===== src/rtl/sdbg_pkg.sv =====
package sdbg_pkg;
  localparam int WORD_W = 17;
  localparam int DATA_W = 16;
  localparam int ADDR_W = 32;
  localparam int OP_W   = 4;

  typedef enum logic [OP_W-1:0] {
    OP_NOP    = 4'd0,
    OP_REG_RD = 4'd1,
    OP_REG_WR = 4'd2,
    OP_MEM_RD = 4'd3,
    OP_MEM_WR = 4'd4
  } op_e;

  typedef enum logic [2:0] {
    ST_CMD, ST_ADDR_HI, ST_ADDR_LO, ST_WDATA, ST_REG_FETCH, ST_MEM_WAIT
  } st_e;

  // opcode field of a host word
  function automatic logic [OP_W-1:0] cmd_op(input logic [DATA_W-1:0] w);
    return w[DATA_W-1 -: OP_W];
  endfunction

  // reply word: busy flag above data, data forced to zero when busy
  function automatic logic [WORD_W-1:0] make_reply(input logic busy,
                                                   input logic [DATA_W-1:0] d);
    return busy ? {1'b1, {DATA_W{1'b0}}} : {1'b0, d};
  endfunction
endpackage


===== src/rtl/sdbg_sync.sv =====
module sdbg_sync #(
  parameter int STAGES = 2
) (
  input  logic clk,
  input  logic rst_n,
  input  logic sck_in,
  input  logic sdi_in,
  output logic sck_rise,
  output logic sck_fall,
  output logic sdi_s
);
  logic [STAGES-1:0] sck_q, sdi_q;
  logic              sck_prev;

  always_ff @(posedge clk or negedge rst_n) begin
    if (!rst_n) begin
      sck_q    <= '0;
      sdi_q    <= '0;
      sck_prev <= 1'b0;
    end else begin
      sck_q[0] <= sck_in;
      sdi_q[0] <= sdi_in;
      for (int i = 1; i < STAGES; i++) begin
        sck_q[i] <= sck_q[i-1];
        sdi_q[i] <= sdi_q[i-1];
      end
      sck_prev <= sck_q[STAGES-1];
    end
  end

  assign sck_rise = sck_q[STAGES-1] & ~sck_prev;
  assign sck_fall = ~sck_q[STAGES-1] & sck_prev;
  assign sdi_s    = sdi_q[STAGES-1];
endmodule


===== src/rtl/sdbg_shift.sv =====
module sdbg_shift
  import sdbg_pkg::*;
(
  input  logic              clk,
  input  logic              rst_n,
  input  logic              sck_rise,
  input  logic              sck_fall,
  input  logic              sdi_s,
  input  logic [WORD_W-1:0] reply,
  input  logic              busy,
  output logic              sdo,
  output logic              tx_load,
  output logic              word_take,
  output logic [DATA_W-1:0] rx_word
);
  localparam int CNT_W = $clog2(WORD_W + 1);
  localparam logic [CNT_W-1:0] LAST = CNT_W'(WORD_W - 1);

  logic [CNT_W-1:0]  cnt_q;
  logic [WORD_W-1:0] rx_q, tx_q;
  logic              done_q, disc_q;

  assign tx_load = sck_fall && (cnt_q == '0);

  always_ff @(posedge clk or negedge rst_n) begin
    if (!rst_n) begin
      cnt_q  <= '0;
      rx_q   <= '0;
      tx_q   <= '0;
      done_q <= 1'b0;
      disc_q <= 1'b0;
    end else begin
      done_q <= sck_rise && (cnt_q == LAST);
      if (sck_rise) begin
        rx_q  <= {rx_q[WORD_W-2:0], sdi_s};
        cnt_q <= (cnt_q == LAST) ? '0 : cnt_q + 1'b1;
      end
      if (tx_load) begin
        tx_q   <= reply;
        disc_q <= busy;
      end else if (sck_fall) begin
        tx_q <= {tx_q[WORD_W-2:0], 1'b0};
      end
    end
  end

  assign sdo       = tx_q[WORD_W-1];
  assign word_take = done_q & ~disc_q;
  assign rx_word   = rx_q[DATA_W-1:0];
endmodule


===== src/rtl/sdbg_ctrl.sv =====
module sdbg_ctrl
  import sdbg_pkg::*;
#(
  parameter int IDX_W = 4
) (
  input  logic              clk,
  input  logic              rst_n,
  input  logic              word_take,
  input  logic [DATA_W-1:0] word,
  input  logic [DATA_W-1:0] reg_rdata,
  input  logic [DATA_W-1:0] mem_rdata,
  input  logic              mem_ack,
  output logic              reg_wr,
  output logic [IDX_W-1:0]  reg_idx,
  output logic [DATA_W-1:0] wdata,
  output logic              mem_req,
  output logic              mem_we,
  output logic [ADDR_W-1:0] mem_addr,
  output logic              busy,
  output logic [WORD_W-1:0] reply
);
  localparam int HALF_A = ADDR_W / 2;

  st_e               st_q;
  logic [DATA_W-1:0] resp_q, wdata_q;
  logic [ADDR_W-1:0] addr_q;
  logic [IDX_W-1:0]  idx_q;
  logic              to_reg_q, we_q, req_q, wr_q;

  always_ff @(posedge clk or negedge rst_n) begin
    if (!rst_n) begin
      st_q     <= ST_CMD;
      resp_q   <= '0;
      wdata_q  <= '0;
      addr_q   <= '0;
      idx_q    <= '0;
      to_reg_q <= 1'b0;
      we_q     <= 1'b0;
      req_q    <= 1'b0;
      wr_q     <= 1'b0;
    end else begin
      wr_q <= 1'b0;
      case (st_q)
        ST_CMD: if (word_take) begin
          resp_q <= '0;
          case (cmd_op(word))
            OP_REG_RD: begin
              idx_q <= word[IDX_W-1:0];
              st_q  <= ST_REG_FETCH;
            end
            OP_REG_WR: begin
              idx_q    <= word[IDX_W-1:0];
              to_reg_q <= 1'b1;
              st_q     <= ST_WDATA;
            end
            OP_MEM_RD: begin
              we_q     <= 1'b0;
              to_reg_q <= 1'b0;
              st_q     <= ST_ADDR_HI;
            end
            OP_MEM_WR: begin
              we_q     <= 1'b1;
              to_reg_q <= 1'b0;
              st_q     <= ST_ADDR_HI;
            end
            default: st_q <= ST_CMD;
          endcase
        end
        ST_REG_FETCH: begin
          resp_q <= reg_rdata;
          st_q   <= ST_CMD;
        end
        ST_ADDR_HI: if (word_take) begin
          addr_q[ADDR_W-1:HALF_A] <= word;
          resp_q <= '0;
          st_q   <= ST_ADDR_LO;
        end
        ST_ADDR_LO: if (word_take) begin
          addr_q[HALF_A-1:0] <= word;
          resp_q <= '0;
          if (we_q) begin
            st_q <= ST_WDATA;
          end else begin
            req_q <= 1'b1;
            st_q  <= ST_MEM_WAIT;
          end
        end
        ST_WDATA: if (word_take) begin
          wdata_q <= word;
          resp_q  <= '0;
          if (to_reg_q) begin
            wr_q <= 1'b1;
            st_q <= ST_CMD;
          end else begin
            req_q <= 1'b1;
            st_q  <= ST_MEM_WAIT;
          end
        end
        ST_MEM_WAIT: if (mem_ack) begin
          req_q  <= 1'b0;
          resp_q <= we_q ? '0 : mem_rdata;
          st_q   <= ST_CMD;
        end
        default: st_q <= ST_CMD;
      endcase
    end
  end

  assign busy     = (st_q == ST_MEM_WAIT) || (st_q == ST_REG_FETCH);
  assign reply    = make_reply(busy, resp_q);
  assign reg_wr   = wr_q;
  assign reg_idx  = idx_q;
  assign wdata    = wdata_q;
  assign mem_req  = req_q;
  assign mem_we   = we_q;
  assign mem_addr = addr_q;
endmodule


===== src/rtl/sdbg_port.sv =====
module sdbg_port
  import sdbg_pkg::*;
#(
  parameter int IDX_W       = 4,
  parameter int SYNC_STAGES = 2
) (
  input  logic              clk,
  input  logic              rst_n,
  input  logic              dbg_sck,
  input  logic              dbg_sdi,
  output logic              dbg_sdo,
  output logic              reg_wr,
  output logic [IDX_W-1:0]  reg_idx,
  output logic [15:0]       reg_wdata,
  input  logic [15:0]       reg_rdata,
  output logic              mem_req,
  output logic              mem_we,
  output logic [31:0]       mem_addr,
  output logic [15:0]       mem_wdata,
  input  logic [15:0]       mem_rdata,
  input  logic              mem_ack
);
  logic              sck_rise, sck_fall, sdi_s;
  logic              tx_load, word_take, busy;
  logic [DATA_W-1:0] rx_word, wdata;
  logic [WORD_W-1:0] reply;

  sdbg_sync #(.STAGES(SYNC_STAGES)) u_sync (
    .clk(clk), .rst_n(rst_n), .sck_in(dbg_sck), .sdi_in(dbg_sdi),
    .sck_rise(sck_rise), .sck_fall(sck_fall), .sdi_s(sdi_s)
  );

  sdbg_shift u_shift (
    .clk(clk), .rst_n(rst_n), .sck_rise(sck_rise), .sck_fall(sck_fall),
    .sdi_s(sdi_s), .reply(reply), .busy(busy), .sdo(dbg_sdo),
    .tx_load(tx_load), .word_take(word_take), .rx_word(rx_word)
  );

  sdbg_ctrl #(.IDX_W(IDX_W)) u_ctrl (
    .clk(clk), .rst_n(rst_n), .word_take(word_take), .word(rx_word),
    .reg_rdata(reg_rdata), .mem_rdata(mem_rdata), .mem_ack(mem_ack),
    .reg_wr(reg_wr), .reg_idx(reg_idx), .wdata(wdata),
    .mem_req(mem_req), .mem_we(mem_we), .mem_addr(mem_addr),
    .busy(busy), .reply(reply)
  );

  assign reg_wdata = wdata;
  assign mem_wdata = wdata;
endmodule


===== config.mk =====
export PLATFORM = sky130hd
export DESIGN_NAME = sdbg_port
export DESIGN_NICKNAME = d
export VERILOG_FILES = /design/src/rtl/sdbg_pkg.sv /design/src/rtl/sdbg_sync.sv /design/src/rtl/sdbg_shift.sv /design/src/rtl/sdbg_ctrl.sv /design/src/rtl/sdbg_port.sv
export SDC_FILE = /design/constraint.sdc
export NUM_CORES = 1
export LEC_CHECK = 0
export BUFFER_PORTS_ARGS = -buffer_cell sky130_fd_sc_hd__buf_2
export CAP_MARGIN = 20
export CORE_MARGIN = 5
export CORE_UTILIZATION = 25
export CTS_CLUSTER_DIAMETER = 80
export CTS_CLUSTER_SIZE = 8
export DETAILED_ROUTE_END_ITERATION = 10
export PLACE_DENSITY = 0.41
export RECOVER_POWER = 50
export SYNTH_ARGS = -nofsm -noshare
export SYNTH_HDL_FRONTEND = slang
export SYNTH_SLANG_ARGS = --single-unit

===== constraint.sdc =====
create_clock -name clk -period 2.9 [get_ports clk]
set_input_delay 0.145 -clock clk [delete_from_list [all_inputs] [get_ports clk]]
set_output_delay 0.145 -clock clk [all_outputs]
set_load 0.03 [all_outputs]

==> reports/metrics.cfg <==
[critical_path]
setup.worst_path.end_class = flop
worstPathArrival_ns = 2.47
path_class = reg2reg
crit_path_start_kind = flop
r2r_setup_slack_ns = 0.73
reg2reg_to = u_ctrl.mem_addr[20]$_DFFE_PN0P_
reg2reg_depth = 3
rr_startpoint = u_ctrl.st_q[1]$_DFFE_PN0P_
crit_required_ns = 3.20
cp_max_fo = 18

[sta]
report.final.slew_viol_count = 0
worst_slew_pin_slew_ns = 1.45
post-route-period-util_pct = 74.8
tns_ns = 0
max_freq_mhz = 461
period_needed_ns = 2.17
hold_viol_final = 0
setup_viol = 0
rsz0062_at_grt = no
finClkSkew_ns = 0.0112
relSlewSlack_pct = 3.57

[clocking]
cts_tree = yes
clk_pin_slew_ns = 0.06
numCtsBuffers = 17
root_buffer = clkbuf_16
cts-resized-gates = 0
hold_buffers = 4
clk_latency_ns = 0.42
postCtsSetupRepairBufs = 0
h-tree-depth = 4
clockBufferDepth = 2
cts_sinks = 120

[power]
power_per_cell_area_nw_per_um2 = 641
vdd_ir_drop_max_mv = 0.358
p_leak_uw = 0.00306

[yosys]
synthesis.area_um2 = 5270
syn_inst = 460
synth-seq-cells = 120
synth-seq-area-share_pct = 57.0
synth-async-reset-ratio_pct = 100
ys.flop_type = dfrtp_1
synth_top_cells_by_area = dfrtp_1, mux2_2, nand2_1
synth_area_leader_cell = dfrtp_1
yosysTopAreaCellShare_pct = 57.0
synth-edff-count = 0
synth-warning-count = 0
avgSynthCellArea_um2 = 11.5
syn_nets = 499
ys_types = 51

[global_routing]
grt_usage_pct = 11.2
grt_max_degree = 55
antenna_found_initial = 0
grt_pass1_vias = 3782
grt-ovfl-total = 0
grt_pass1_wl_um = 21100

[placement]
io_buffers = 108
post-dp-hpwl_um = 8740
gp_congestion = 0.737

[route]
vias = 3706
drtIter0Drc = 139
drc_errors = 0
firstDrtPassIters = 6
routed_wl_um = 13200
routedWlPerCell_um = 15.7
avgViaCountPerCell = 4.41
ant_nets = 0

[floorplanning]
fp.dieH_um = 155
die_x_um = 155
dieArea_um2 = 24100
core_um2 = 20900
core.rowCount = 53
boundaryPins = 109
start_util_pct = 25.2

[min_path]
hold_path_class = in2reg
hold_end = u_ctrl.resp_q[12]$_DFFE_PN0P_
min_path_cells = 3
hp-start = mem_rdata[12]

[finish]
final-seq-area_um2 = 3000
fin_nets = 591
synthToLayoutAreaGrowth_pct = 21.8
n_antenna_cell = 0
final_util_pct = 30.7
fillers = 2216
multi_input_area_um2 = 1940
drive_above_1_share_pct = 24.4

[outcome]
status = finished clean

[run]
drv_cap = 0

-- per-stage QoR --
step / hold slack (ns) / area [µm²] / std cells / worst slack (ns) / total power, µW
after global placement: 0.262 / 5910 / 803 / 0.740 / 2180
after global routing: 0.0265 / 6420 / 840 / 0.489 / 4300
final: 0.0209 / 6420 / 840 / 0.732 / 4120
after detailed placement: 0.264 / 5930 / 804 / 0.656 / 2190
after floorplan: -0.151 / 5270 / 460 / 1.11 / 2060
after CTS: 0.00598 / 6520 / 840 / 0.664 / 4190
-- routing by layer --
metal | global-route usage [%] | up-vias | wire length, µm
li1 | - | 1763 | -
met1 | 14.8 | 1845 | 6040
met2 | 17.5 | 84 | 6210
met3 | 3.48 | 14 | 734
met4 | 3.50 | 0 | 180
met5 | 0 | - | 0
-- layout by cell type, fill, tap and decap left out, types with 14 or more instances in the layout --
cell         n
buf_2       34
mux2_4      14
a32oi_1     16
nand2_1     87
o21ai_0     36
mux2_2      38
a21oi_1     18
and3_1      17
clkbuf_1    73
clkbuf_16   17
dfrtp_1    120
-- state kept, by name, indices dropped and copies added, names as in the netlist, 2 cells and up --
register         count
u_ctrl.wdata        16
u_shift.rx_q        16
u_ctrl.resp_q       16
u_sync.sck_q         2
u_ctrl.reg_idx       4
u_shift.tx_q        17
u_shift.cnt_q        5
u_sync.sdi_q         2
u_ctrl.st_q          3
u_ctrl.mem_addr     32
-- power breakdown --
group / switching (µW) / internal, µW
sequential: 122 / 1740
combinational: 190 / 103
clock: 814 / 1140
-- worst max-delay path: stages (launching register included) --
cell and delay [ns]:
dfrtp_1 0.50, nand2b_4 0.32, or3_1 0.81, mux2_2 0.42
-- how the worst max path moves through the flow --
stage	slack [ns]	startpoint	to
2_1_floorplan	1.11	u_ctrl.st_q[2]$_DFFE_PN0P_	u_ctrl.mem_addr[10]$_DFFE_PN0P_
3_3_place_gp	0.74	u_ctrl.st_q[1]$_DFFE_PN0P_	u_ctrl.mem_addr[19]$_DFFE_PN0P_
3_5_place_dp	0.66	u_ctrl.st_q[1]$_DFFE_PN0P_	u_ctrl.mem_addr[20]$_DFFE_PN0P_
4_1_cts	0.66	u_ctrl.st_q[1]$_DFFE_PN0P_	u_ctrl.mem_addr[20]$_DFFE_PN0P_
5_1_grt	0.49	rst_n	u_shift.rx_q[1]$_DFFE_PN0P_
6_report	0.73	u_ctrl.st_q[1]$_DFFE_PN0P_	u_ctrl.mem_addr[20]$_DFFE_PN0P_
-- cells in the mapped netlist, types with 2 or more instances --
master	count
a21oi_1	19
a32oi_1	16
and3_1	17
buf_2	3
buf_4	17
buf_6	6
clkbuf_1	20
dfrtp_1	120
ha_1	2
inv_1	6
mux2_2	38
mux2_4	14
nand2_1	87
nand2b_1	4
nand3_1	4
nand3b_1	3
nor2_1	8
nor2b_1	3
nor3_1	2
nor4_1	2
o211ai_1	2
o21ai_0	36
o21ai_1	3
-- kinds of logic after synthesis --
logic type	synth area share, %
xor+xnor	0.332
fa+ha+maj	0.475
compound gates	9.69
buf+inv	6.29
simple gates	14.1
mux	12.1
flops	57.0
-- cell type report --
cell class,count,share of cell area (%)
repair buffers,121,8.75
inverters,6,0.351
clock buffers,19,7.05
well taps,275,5.36
flip-flops and latches,120,46.8
clock inverters,13,1.48
multi-input cells,286,30.2
Power figures use the tool's default switching activity.
